[src/rtl/edge_sched_pkg.sv]
package edge_sched_pkg;

    localparam int ACT_W = 4;

    typedef enum logic [ACT_W-1:0] {
        ACT_NONE      = 4'h0,
        ACT_DRV_LO    = 4'h1,
        ACT_DRV_HI    = 4'h2,
        ACT_FRC_OFF   = 4'h3,
        ACT_FRC_ON    = 4'h4,
        ACT_FRC_DN    = 4'h5,
        ACT_FRC_UP    = 4'h6,
        ACT_CMP_LO    = 4'h7,
        ACT_CMP_HI    = 4'h8,
        ACT_CMP_OFF   = 4'h9,
        ACT_CMP_VLD   = 4'hA,
        ACT_WIN_LO    = 4'hB,
        ACT_WIN_HI    = 4'hC,
        ACT_WIN_Z     = 4'hD,
        ACT_WIN_VLD   = 4'hE,
        ACT_WIN_CLOSE = 4'hF
    } edge_act_e;

    typedef enum logic [1:0] {
        SLOT_IDLE  = 2'd0,
        SLOT_COUNT = 2'd1,
        SLOT_FIRE  = 2'd2
    } slot_state_e;

    // Compare and window actions are downgraded in the alternate clocking mode.
    function automatic logic [ACT_W-1:0] legal_action(input logic [ACT_W-1:0] raw,
                                                      input logic alt_mode);
        if (alt_mode && (raw >= ACT_CMP_LO))
            return ACT_NONE;
        return raw;
    endfunction

endpackage

[src/rtl/edge_cycle_src.sv]
module edge_cycle_src (
    input  logic gen_en,
    input  logic src_sel,
    input  logic cyc_prim,
    input  logic cyc_alt,
    output logic start,
    output logic alt_mode
);
    always_comb begin
        alt_mode = src_sel;
        start    = gen_en && (src_sel ? cyc_alt : cyc_prim);
    end
endmodule

[src/rtl/edge_slot.sv]
module edge_slot
    import edge_sched_pkg::*;
#(
    parameter int CRS_W = 16,
    parameter int FIN_W = 6
) (
    input  logic             clk,
    input  logic             rst_n,
    input  logic             gen_en,
    input  logic             start,
    input  logic             alt_mode,
    input  logic [CRS_W-1:0] crs,
    input  logic [FIN_W-1:0] fin,
    input  logic [ACT_W-1:0] act,
    output logic             fire,
    output logic [ACT_W-1:0] fire_act,
    output logic [FIN_W-1:0] fire_fin
);
    localparam logic [CRS_W-1:0] CNT_ONE = CRS_W'(1);

    slot_state_e      state_q, state_d;
    logic [CRS_W-1:0] cnt_q, cnt_d;
    logic [ACT_W-1:0] act_q, act_d;
    logic [FIN_W-1:0] fin_q, fin_d;

    // next-state logic
    always_comb begin
        state_d = state_q;
        cnt_d   = cnt_q;
        act_d   = act_q;
        fin_d   = fin_q;
        if (!gen_en) begin
            state_d = SLOT_IDLE;
        end else if (start) begin
            act_d   = legal_action(act, alt_mode);
            fin_d   = fin;
            cnt_d   = crs;
            state_d = (crs == '0) ? SLOT_FIRE : SLOT_COUNT;
        end else begin
            unique case (state_q)
                SLOT_IDLE:  state_d = SLOT_IDLE;
                SLOT_COUNT: begin
                    if (cnt_q == CNT_ONE)
                        state_d = SLOT_FIRE;
                    else
                        cnt_d = cnt_q - CNT_ONE;
                end
                SLOT_FIRE:  state_d = SLOT_IDLE;
                default:    state_d = SLOT_IDLE;
            endcase
        end
    end

    // state register
    always_ff @(posedge clk) begin
        if (!rst_n) begin
            state_q <= SLOT_IDLE;
            cnt_q   <= '0;
            act_q   <= '0;
            fin_q   <= '0;
        end else begin
            state_q <= state_d;
            cnt_q   <= cnt_d;
            act_q   <= act_d;
            fin_q   <= fin_d;
        end
    end

    // outputs
    always_comb begin
        fire     = gen_en && (state_q == SLOT_FIRE) && (act_q != ACT_NONE);
        fire_act = fire ? act_q : '0;
        fire_fin = fire ? fin_q : '0;
    end
endmodule

[src/rtl/edge_fire_merge.sv]
module edge_fire_merge #(
    parameter int NSLOT = 4
) (
    input  logic [NSLOT-1:0]         fire,
    output logic                     any,
    output logic [$clog2(NSLOT)-1:0] first
);
    localparam int IDX_W = $clog2(NSLOT);

    always_comb begin
        any   = |fire;
        first = '0;
        for (int i = NSLOT - 1; i >= 0; i--) begin
            if (fire[i])
                first = IDX_W'(i);
        end
    end
endmodule

[src/rtl/edge_sched.sv]
module edge_sched
    import edge_sched_pkg::*;
#(
    parameter int NSLOT = 4,
    parameter int CRS_W = 16,
    parameter int FIN_W = 6
) (
    input  logic                     clk,
    input  logic                     rst_n,
    input  logic                     gen_en,
    input  logic                     src_sel,
    input  logic                     cyc_prim,
    input  logic                     cyc_alt,
    input  logic [NSLOT*CRS_W-1:0]   ent_coarse,
    input  logic [NSLOT*FIN_W-1:0]   ent_fine,
    input  logic [NSLOT*ACT_W-1:0]   ent_act,
    output logic [NSLOT-1:0]         ev_valid,
    output logic [NSLOT*ACT_W-1:0]   ev_act,
    output logic [NSLOT*FIN_W-1:0]   ev_fine,
    output logic                     ev_any,
    output logic [$clog2(NSLOT)-1:0] ev_first
);
    logic start;
    logic alt_mode;

    edge_cycle_src u_src (
        .gen_en   (gen_en),
        .src_sel  (src_sel),
        .cyc_prim (cyc_prim),
        .cyc_alt  (cyc_alt),
        .start    (start),
        .alt_mode (alt_mode)
    );

    for (genvar g = 0; g < NSLOT; g++) begin : g_slot
        edge_slot #(
            .CRS_W (CRS_W),
            .FIN_W (FIN_W)
        ) u_slot (
            .clk      (clk),
            .rst_n    (rst_n),
            .gen_en   (gen_en),
            .start    (start),
            .alt_mode (alt_mode),
            .crs      (ent_coarse[g*CRS_W +: CRS_W]),
            .fin      (ent_fine[g*FIN_W +: FIN_W]),
            .act      (ent_act[g*ACT_W +: ACT_W]),
            .fire     (ev_valid[g]),
            .fire_act (ev_act[g*ACT_W +: ACT_W]),
            .fire_fin (ev_fine[g*FIN_W +: FIN_W])
        );
    end

    edge_fire_merge #(
        .NSLOT (NSLOT)
    ) u_merge (
        .fire  (ev_valid),
        .any   (ev_any),
        .first (ev_first)
    );
endmodule

[config.mk]
export PLATFORM = sky130hd
export DESIGN_NAME = edge_sched
export DESIGN_NICKNAME = d
export VERILOG_FILES = /design/src/rtl/edge_sched_pkg.sv /design/src/rtl/edge_cycle_src.sv /design/src/rtl/edge_slot.sv /design/src/rtl/edge_fire_merge.sv /design/src/rtl/edge_sched.sv
export SDC_FILE = /design/constraint.sdc
export NUM_CORES = 1
export LEC_CHECK = 0
export CORE_UTILIZATION = 35
export CTS_CLUSTER_SIZE = 25
export DETAILED_ROUTE_END_ITERATION = 10
export DONT_BUFFER_PORTS = 1
export PLACE_DENSITY = 0.53
export SYNTH_ARGS = -nofsm -noshare
export SYNTH_HDL_FRONTEND = slang
export SYNTH_HIERARCHICAL = 1
export SYNTH_SLANG_ARGS = --single-unit
[constraint.sdc]
create_clock -name clk -period 3.15 [get_ports clk]
set_clock_uncertainty 0.2 [all_clocks]
set_input_delay 0.1575 -clock clk [delete_from_list [all_inputs] [get_ports clk]]
set_output_delay 0.1575 -clock clk [all_outputs]
set_load 0.02 [all_outputs]
==> results.cfg, run 1 <==
[worst_setup_path]
cp-end-kind = flop
cp.arrival_ns = 3.02
crit_chain = nor4_1 > nand4_1 > a31oi_2 > buf_4 > o21ai_0 > o311a_1 > dlygate4sd3_1
path_max_fanout = 11
r2r_slack_ns = 0.18
crit_path_max_incr_delay_ns = 0.55
reg2reg_from = g_slot[3].u_slot/cnt_q[9]$_SDFFE_PN0P_
slowest_stage = dlygate4sd3_1
critPathRequiredTime_ns = 3.19
crit_path_start_kind = flop
path_class = reg -> reg
reg2regPathDepth = 7
reg2reg_to = g_slot[3].u_slot/cnt_q[0]$_SDFFE_PN0P_

[cts]
numCtsBuffers = 9
cts-root-buf = clkbuf_16
cts_resized = 0
clkTransAtPathRegs_ns = 0.08
numClockSinks = 112
clk_path_buf_depth = 2
cts_tree = yes
cts.htree.levels = 3
clock_latency_ns = 0.36

[yosys]
netlist_instances = 832
synthDominantCellAreaShare = 0.346
synth_enable_flop_cells = 0
synth_top_flop_cell = dfxtp_1
synth-seq-cells = 112
synthTopCellsByCount = dfxtp_1, nand2_1, nor2_1
synth-seq-area-share = 0.346
synth_most_common_cell = dfxtp_1
syn_area_mm2 = 0.00647
async_flop_share = 0
synth_nets = 950
yosysWarnings = 6
synthTopCellsByArea = dfxtp_1, a21oi_1, nand2_1, nor2_1, and2_1
synth_top_area_cell = dfxtp_1
yosysUniqueCellTypes = 56
avgSynthCellArea_um2 = 7.78

[power_and_ir_drop]
p_sw_frac = 0.322
pwr-share-seq = 0.413
total_power_mw = 3.86
irDropWorstVdd_v = 0.000330
switchingPower_mw = 1.24
pwr-share-comb = 0.283
p_clk_frac = 0.304
powerDensity_mw_per_mm2 = 458
power.leakage_nw = 3.06
p_int_mw = 2.62

[hold_path]
hold_class = in -> reg
holdPathStages = 3
hold_end = g_slot[2].u_slot/cnt_q[4]$_SDFFE_PN0P_
min-delay-start = rst_n

[status]
status = completed

[grt]
grt-ovfl-total = 0
grt_pass1_vias = 6342
track_usage = 0.221
grt_start_max_net_pins = 50
grt_pass1_wl_mm = 32.9
antenna_found_initial = 0

[floorplan]
die-area_mm2 = 0.0190
core-area_mm2 = 0.0180
die_width_um = 138
num_rows = 49
fp.dieH_um = 138
boundaryPins = 157
initial_utilization = 0.359

[cells_and_area]
final_cells = 1185
fin_area_mm2 = 0.00843
area_delta_synth_final_pct = 30.2
drive_gt1_frac = 0.0669
fillers = 1838
final_nets = 1070
n_antenna_cell = 0

[drt]
drc = 0
drtIter0Drc = 507
drt-total-wl_mm = 21.4
num_vias = 6827
wire_per_inst_um = 18.1
ant_nets = 0
drt-pass1-iter-count = 5
vias_per_cell = 5.76

[sta]
drv_slew = 0
worst-slew-pin-transition_ns = 0.978
setup_viol = 0
relSlewSlack = 0.344
finalHoldViolCount = 0
period_needed_ns = 2.97
period_share = 0.944
grt_setup_unrepaired = false
clock.fmax_mhz = 336
tns_ns = 0
worst_slack_ns = 0.176

[placed_design]
dp_hpwl_mm = 13.5
dp_slack_ns = 0.765
place_area_mm2 = 0.00669
routabilityCongestion = 0.827
dp_cells = 1027
io_buffer_count = 0

[flow_run]
cap_violations = 0
-- repair_timing --
action / in CTS / in global routing
endpoints found under the hold margin: 112 / 0
hold buffers: 143 / 0
buffers inserted: 0 / 0
-- cell usage in the layout (no fill, tap or decap), drive strengths merged, types with 25 or more instances in the layout --
cell type	n
dlygate4sd3	142
dfxtp	112
nand2	104
nor2	85
a21oi	85
and2	42
nor4	36
o211ai	34
nor3	34
o31ai	31
a22oi	25
-- metrics by stage --
stage	utilization	hold slack [ns]
after detailed placement	0.371	0.0785
after global placement	0.371	0.0763
final	0.467	0.0162
after floorplan	-	0.0628
after CTS	0.467	0.000173
after global routing	0.467	0.0141
-- power groups by stage --
stage	registers (mW)	logic, mW	clock network [mW]
floorplan	1.59	0.743	0
global placement	1.63	0.920	0
detailed placement	1.63	0.914	0
CTS	1.59	1.08	1.21
global route	1.61	1.21	1.26
finish	1.60	1.09	1.17
-- layout make-up --
cell class / count / area (um2) / share of cell area
clock buffer: 10 / 229 / 0.0272
clock inverter: 5 / 57.6 / 0.00683
tap: 229 / 287 / 0.0340
inverter: 17 / 63.8 / 0.00757
timing repair buffer: 161 / 1600 / 0.189
sequential: 112 / 2240 / 0.266
multi-input combinational: 651 / 3950 / 0.469
-- worst max-delay path, delay by kind of cell (launching register included) --
kind,cells,cell delay [ns]
buffers and inverters,2,0.83
and+or+nand+nor,2,0.76
AOI/OAI and AO/OA,3,0.74
DFF,1,0.34
-- worst max path at each step --
stage / start / endpoint
floorplan: g_slot[0].u_slot/cnt_q[0]$_SDFFE_PN0P_ / g_slot[0].u_slot/cnt_q[14]$_SDFFE_PN0P_
global placement: g_slot[0].u_slot/cnt_q[6]$_SDFFE_PN0P_ / g_slot[0].u_slot/cnt_q[1]$_SDFFE_PN0P_
detailed placement: g_slot[3].u_slot/cnt_q[9]$_SDFFE_PN0P_ / g_slot[3].u_slot/cnt_q[1]$_SDFFE_PN0P_
CTS: g_slot[3].u_slot/cnt_q[9]$_SDFFE_PN0P_ / g_slot[3].u_slot/cnt_q[0]$_SDFFE_PN0P_
global route: g_slot[3].u_slot/cnt_q[9]$_SDFFE_PN0P_ / g_slot[3].u_slot/cnt_q[0]$_SDFFE_PN0P_
finish: g_slot[3].u_slot/cnt_q[9]$_SDFFE_PN0P_ / g_slot[3].u_slot/cnt_q[0]$_SDFFE_PN0P_
-- per-layer routing --
metal / vias to the layer above / part of all wire / track usage
met2: 233 / 0.46 / 0.356
met3: 21 / 0.070 / 0.0556
met5: - / 0 / 0
li1: 3361 / - / -
met4: 0 / 0.014 / 0.0568
met1: 3212 / 0.46 / 0.291
-- kinds of logic (layout without fill, tap and decap cells) --
family,after synthesis,count (layout),synth area share
compound gates,256,256,0.267
xor+xnor,3,3,0.00406
fa+ha+maj,8,8,0.0155
buf+inv,69,193,0.0493
flops,112,112,0.346
mux,8,8,0.0124
simple gates,376,376,0.306
-- flip-flops by register name, summed over array words and instances (netlist names) --
register and flops:
g_slot.u_slot/cnt_q 64, g_slot.u_slot/state_q 8, g_slot.u_slot/act_q 16, g_slot.u_slot/fin_q 24
(Power assumes the default switching activity.)
==> run 2: changes to the inputs <==
--- a/config.mk
+++ b/config.mk
@@ -5,6 +5,7 @@
 export SDC_FILE = /design/constraint.sdc
 export NUM_CORES = 1
 export LEC_CHECK = 0
+export CORE_ASPECT_RATIO = 0.9
 export CORE_UTILIZATION = 35
 export CTS_CLUSTER_SIZE = 25
 export DETAILED_ROUTE_END_ITERATION = 10
==> results.cfg, run 2 (synthesis gave the netlist of run 1 again) <==
[status]
status = completed

[floorplan]
initial_utilization = 0.363
boundaryPins = 157
core-area_mm2 = 0.0178
die_width_um = 145
fp.dieH_um = 131
die-area_mm2 = 0.0190
num_rows = 46

[cells_and_area]
drive_gt1_frac = 0.0711
n_antenna_cell = 0
final_nets = 1069
area_delta_synth_final_pct = 30.0
post-route-util = 0.472
max_flop_register = g_slot.u_slot/cnt_q
top_regs = g_slot.u_slot/cnt_q (64), g_slot.u_slot/fin_q (24), g_slot.u_slot/act_q (16)
largest_reg_flops = 64
layout_commonest_cell = dlygate4sd3_1
final_cell_mix = dlygate4sd3_1, dfxtp_1, nand2_1, nor2_1, a21oi_1

[worst_setup_path]
crit_chain = nor4_4 > nand2_4 > o41ai_1 > nand2_1 > dlygate4sd3_1 > o22ai_1 > dlygate4sd3_1
critPathRequiredTime_ns = 3.25
path_class = reg -> reg
slowest_stage = dlygate4sd3_1
cp_top_family = buffers and inverters
crit_path_max_incr_delay_ns = 0.57
path_max_fanout = 8
crit_path_start_kind = flop
cp-end-kind = flop
critPathBufInv = 2
crit_top_cell = dlygate4sd3_1
cp.arrival_ns = 3.05

[sta]
period_share = 0.938
grt_setup_unrepaired = false
finalHoldViolCount = 0
drv_slew = 0
tns_ns = 0
clock.fmax_mhz = 338
relSlewSlack = 0.346
worst-slew-pin-transition_ns = 0.979
setup_viol = 0
period_needed_ns = 2.95

[grt]
grt_pass1_wl_mm = 33.4
antenna_found_initial = 0
track_usage = 0.221
grt_pass1_vias = 6378
grt_start_max_net_pins = 50
grt-ovfl-total = 0

[placed_design]
routabilityCongestion = 0.840
io_buffer_count = 0
dp_hpwl_mm = 13.9

[hold_path]
hold_class = in -> reg

[power_and_ir_drop]
p_sw_frac = 0.332
powerDensity_mw_per_mm2 = 453
switchingPower_mw = 1.27
total_power_mw = 3.81
power.leakage_nw = 3.04
pwr-share-comb = 0.285
p_clk_frac = 0.296
p_int_mw = 2.55
irDropWorstVdd_v = 0.000196
pwr-share-seq = 0.419

[cts]
clk_path_buf_depth = 2
numClockSinks = 112
cts.htree.levels = 3
numCtsBuffers = 9
clock_latency_ns = 0.36
cts_tree = yes
cts-root-buf = clkbuf_16
clkTransAtPathRegs_ns = 0.08
cts_setup_buffers = 0

[drt]
ant_nets = 0
num_vias = 6759
vias_per_cell = 5.65
drc = 0
drt-pass1-iter-count = 7
drt-total-wl_mm = 21.3
drtIter0Drc = 527
wire_per_inst_um = 17.8

[flow_run]
cap_violations = 0
==> run 2: metrics by stage <==
stage | hold WS [ns] | instances | worst slack, ns | cell area [um2]
6_report | 0.0161 | 1196 | 0.195 | 8420
5_1_grt | 0.0150 | 1196 | 0.0188 | 8420
4_1_cts | 0.000741 | 1196 | 0.244 | 8420
3_5_place_dp | 0.0753 | 1040 | 0.747 | 6720
3_3_place_gp | 0.0742 | 1040 | 0.754 | 6720
2_1_floorplan | 0.0628 | 832 | 0.879 | 6470
==> run 2: layout make-up <==
class	count	area, um2
fill	1817	9430
multi-input combinational	651	3950
sequential	112	2240
timing repair buffer	160	1580
tap	240	300
clock buffer	9	225
inverter	17	63.8
clock inverter	7	52.6
==> run 2: per-layer routing <==
layer / vias up / part of all wire / GRT usage
met5: - / 0 / 0
met4: 0 / 0.018 / 0.0749
met3: 32 / 0.058 / 0.0486
met2: 218 / 0.45 / 0.359
met1: 3161 / 0.47 / 0.292
li1: 3348 / - / -
==> run 2: power groups by stage <==
stage	combinational [mW]	sequential, mW	clock, mW
after floorplan	0.743	1.59	0
after global placement	0.919	1.63	0
after detailed placement	0.910	1.63	0
after CTS	1.07	1.59	1.17
after global routing	1.20	1.61	1.21
final	1.09	1.60	1.13
==> run 2: what timing repair did <==
| action | CTS | global route |
|---|---|---|
| hold buffers | 140 | 0 |
| endpoints found under the hold margin | 112 | 0 |
| resized for setup | 0 | 0 |
==> run 2: path summary, 6_finish.rpt <==
kind,slack [ns],endpoint,startpoint,cells past startpoint
hold reg to reg,0.25,g_slot[3].u_slot/fin_q[1]$_SDFFE_PN0P_,g_slot[3].u_slot/fin_q[1]$_SDFFE_PN0P_,2
hold / removal,0.02,g_slot[2].u_slot/cnt_q[4]$_SDFFE_PN0P_,rst_n,3
setup / recovery,0.20,g_slot[3].u_slot/cnt_q[7]$_SDFFE_PN0P_,g_slot[3].u_slot/cnt_q[2]$_SDFFE_PN0P_,7
setup reg to reg,0.20,g_slot[3].u_slot/cnt_q[7]$_SDFFE_PN0P_,g_slot[3].u_slot/cnt_q[2]$_SDFFE_PN0P_,7
==> run 2: worst min-delay path, stage by stage <==
cell and delay, ns:
buf_16 0.19, o211ai_1 0.11, o31ai_1 0.07
==> run 3: changes to the inputs <==
--- a/config.mk
+++ b/config.mk
@@ -10,7 +10,7 @@
 export CTS_CLUSTER_SIZE = 25
 export DETAILED_ROUTE_END_ITERATION = 10
 export DONT_BUFFER_PORTS = 1
-export PLACE_DENSITY = 0.53
+export PLACE_DENSITY = 0.55
 export SYNTH_ARGS = -nofsm -noshare
 export SYNTH_HDL_FRONTEND = slang
 export SYNTH_HIERARCHICAL = 1
==> constraint.sdc (replaced) <==
create_clock -name clk -period 2.5 [get_ports clk]
set_clock_uncertainty 0.2 [all_clocks]
set_input_delay 0.125 -clock clk [delete_from_list [all_inputs] [get_ports clk]]
set_output_delay 0.125 -clock clk [all_outputs]
set_load 0.02 [all_outputs]
==> results.cfg, run 3 (synthesis gave the netlist of run 1 again) <==
[cells_and_area]
drive_gt1_frac = 0.101
area_delta_synth_final_pct = 32.9
largest_reg_flops = 64
post-route-util = 0.482
fin_area_mm2 = 0.00860
layout_commonest_cell = dlygate4sd3_1
final_nets = 1083
regArea_mm2 = 0.00225
final_cells = 1208
final_cell_mix = dlygate4sd3_1, dfxtp_1, nand2_1, nor2_1, a21oi_1
top_regs = g_slot.u_slot/cnt_q (64), g_slot.u_slot/fin_q (24), g_slot.u_slot/act_q (16)
n_antenna_cell = 0
fillers = 1758
multi_input_comb_area_mm2 = 0.00397
max_flop_register = g_slot.u_slot/cnt_q

[drt]
drtIter0Drc = 448
vias_per_cell = 5.67
ant_nets = 0
drt-pass1-iter-count = 5
drt-total-wl_mm = 21.2
num_vias = 6846
wire_per_inst_um = 17.5
drc = 0

[power_and_ir_drop]
p_sw_frac = 0.300
p_clk_frac = 0.330
pwr-share-comb = 0.277
power.leakage_nw = 3.14
switchingPower_mw = 1.53
total_power_mw = 5.11
pwr-share-seq = 0.393
p_int_mw = 3.58
powerDensity_mw_per_mm2 = 595
irDropWorstVdd_v = 0.000315

[worst_setup_path]
crit_top_cell = buf_4
path_max_fanout = 39
cp-end-kind = flop
slowest_stage = dlygate4sd3_1
crit_path_max_incr_delay_ns = 0.56
crit_path_start_kind = primary input
cp_top_family = buffers and inverters
crit_chain = mux2i_1 > nor2b_4 > buf_4 > nand2_1 > buf_4 > a22oi_1 > dlygate4sd3_1 > nor2_1
critPathBufInv = 3
cp.arrival_ns = 2.39
path_class = in -> reg
critPathRequiredTime_ns = 2.49

[floorplan]
core-area_mm2 = 0.0178
die-area_mm2 = 0.0190
boundaryPins = 157
initial_utilization = 0.363
die_width_um = 145
fp.dieH_um = 131
num_rows = 46

[hold_path]
hold_class = in -> reg

[flow_run]
cap_violations = 0

[cts]
clock_latency_ns = 0.35
cts_tree = yes
cts-root-buf = clkbuf_16
numClockSinks = 112
numCtsBuffers = 9
clk_path_buf_depth = 2
clkTransAtPathRegs_ns = 0.07
cts.htree.levels = 3

[grt]
track_usage = 0.220
grt_start_max_net_pins = 52
grt_pass1_vias = 6325
grt_pass1_wl_mm = 33.6
antenna_found_initial = 0
grt-ovfl-total = 0

[sta]
tns_ns = 0
period_needed_ns = 2.39
setup_viol = 0
drv_slew = 0
worst_slack_ns = 0.109
hold_slack_ns = 0.0202
grt_setup_unrepaired = true
finalHoldViolCount = 0
relSlewSlack = 0.398
worst-slew-pin-transition_ns = 0.901
clock.fmax_mhz = 418
period_share = 0.956

[status]
status = completed

[placed_design]
dp_hpwl_mm = 13.8
io_buffer_count = 0
place_area_mm2 = 0.00690
dp_slack_ns = 0.322
dp_cells = 1063
routabilityCongestion = 0.797
run 3: power by group through the flow:
stage / clock network (mW) / logic [mW] / registers [mW]
4_1_cts: 1.74 / 1.38 / 2.00
6_report: 1.69 / 1.42 / 2.01
2_1_floorplan: 0 / 0.937 / 2.01
5_1_grt: 1.81 / 1.58 / 2.03
3_5_place_dp: 0 / 1.19 / 2.05
3_3_place_gp: 0 / 1.20 / 2.05
run 3: final timing paths:
path | startpoint | to | slack (ns) | cells after the start
worst max-delay path | src_sel | g_slot[3].u_slot/act_q[1]$_SDFFE_PN0P_ | 0.11 | 8
worst min-delay path | gen_en | g_slot[0].u_slot/cnt_q[0]$_SDFFE_PN0P_ | 0.02 | 3
worst max register to register | g_slot[2].u_slot/cnt_q[0]$_SDFFE_PN0P_ | g_slot[2].u_slot/cnt_q[11]$_SDFFE_PN0P_ | 0.13 | 6
worst min register to register | g_slot[3].u_slot/fin_q[3]$_SDFFE_PN0P_ | g_slot[3].u_slot/fin_q[3]$_SDFFE_PN0P_ | 0.25 | 2
run 3: final cells by class:
cell class	count	share of cell area
clock buffers	11	0.0294
clock inverters	3	0.0105
repair buffers	174	0.195
inverters	17	0.00742
flip-flops and latches	112	0.261
multi-input cells	651	0.462
well taps	240	0.0349
run 3: worst reg2reg max path: cells and delay by family (launching register included):
kind	cells	cell delay, ns
AO/OA/AOI/OAI	1	0.26
buffers and inverters	1	0.60
AND/OR/NAND/NOR	3	0.74
flip-flops	1	0.36
XOR/XNOR	1	0.17
run 3: timing repair:
action | in CTS | in global routing
hold endpoints to repair | 112 | 0
setup buffers | 0 | 2
resized for setup | 0 | 8
hold buffers | 129 | 0
setup endpoints to repair | 0 | 4
run 3: metal layers:
| layer | part of all wire | routed length, um | global-route usage | vias to the layer above |
|---|---|---|---|---|
| met1 | 0.48 | 10100 | 0.303 | 3228 |
| li1 | - | - | - | 3378 |
| met4 | 0.012 | 244 | 0.0545 | 0 |
| met2 | 0.45 | 9580 | 0.354 | 224 |
| met5 | 0 | 0 | 0 | - |
| met3 | 0.061 | 1280 | 0.0424 | 16 |
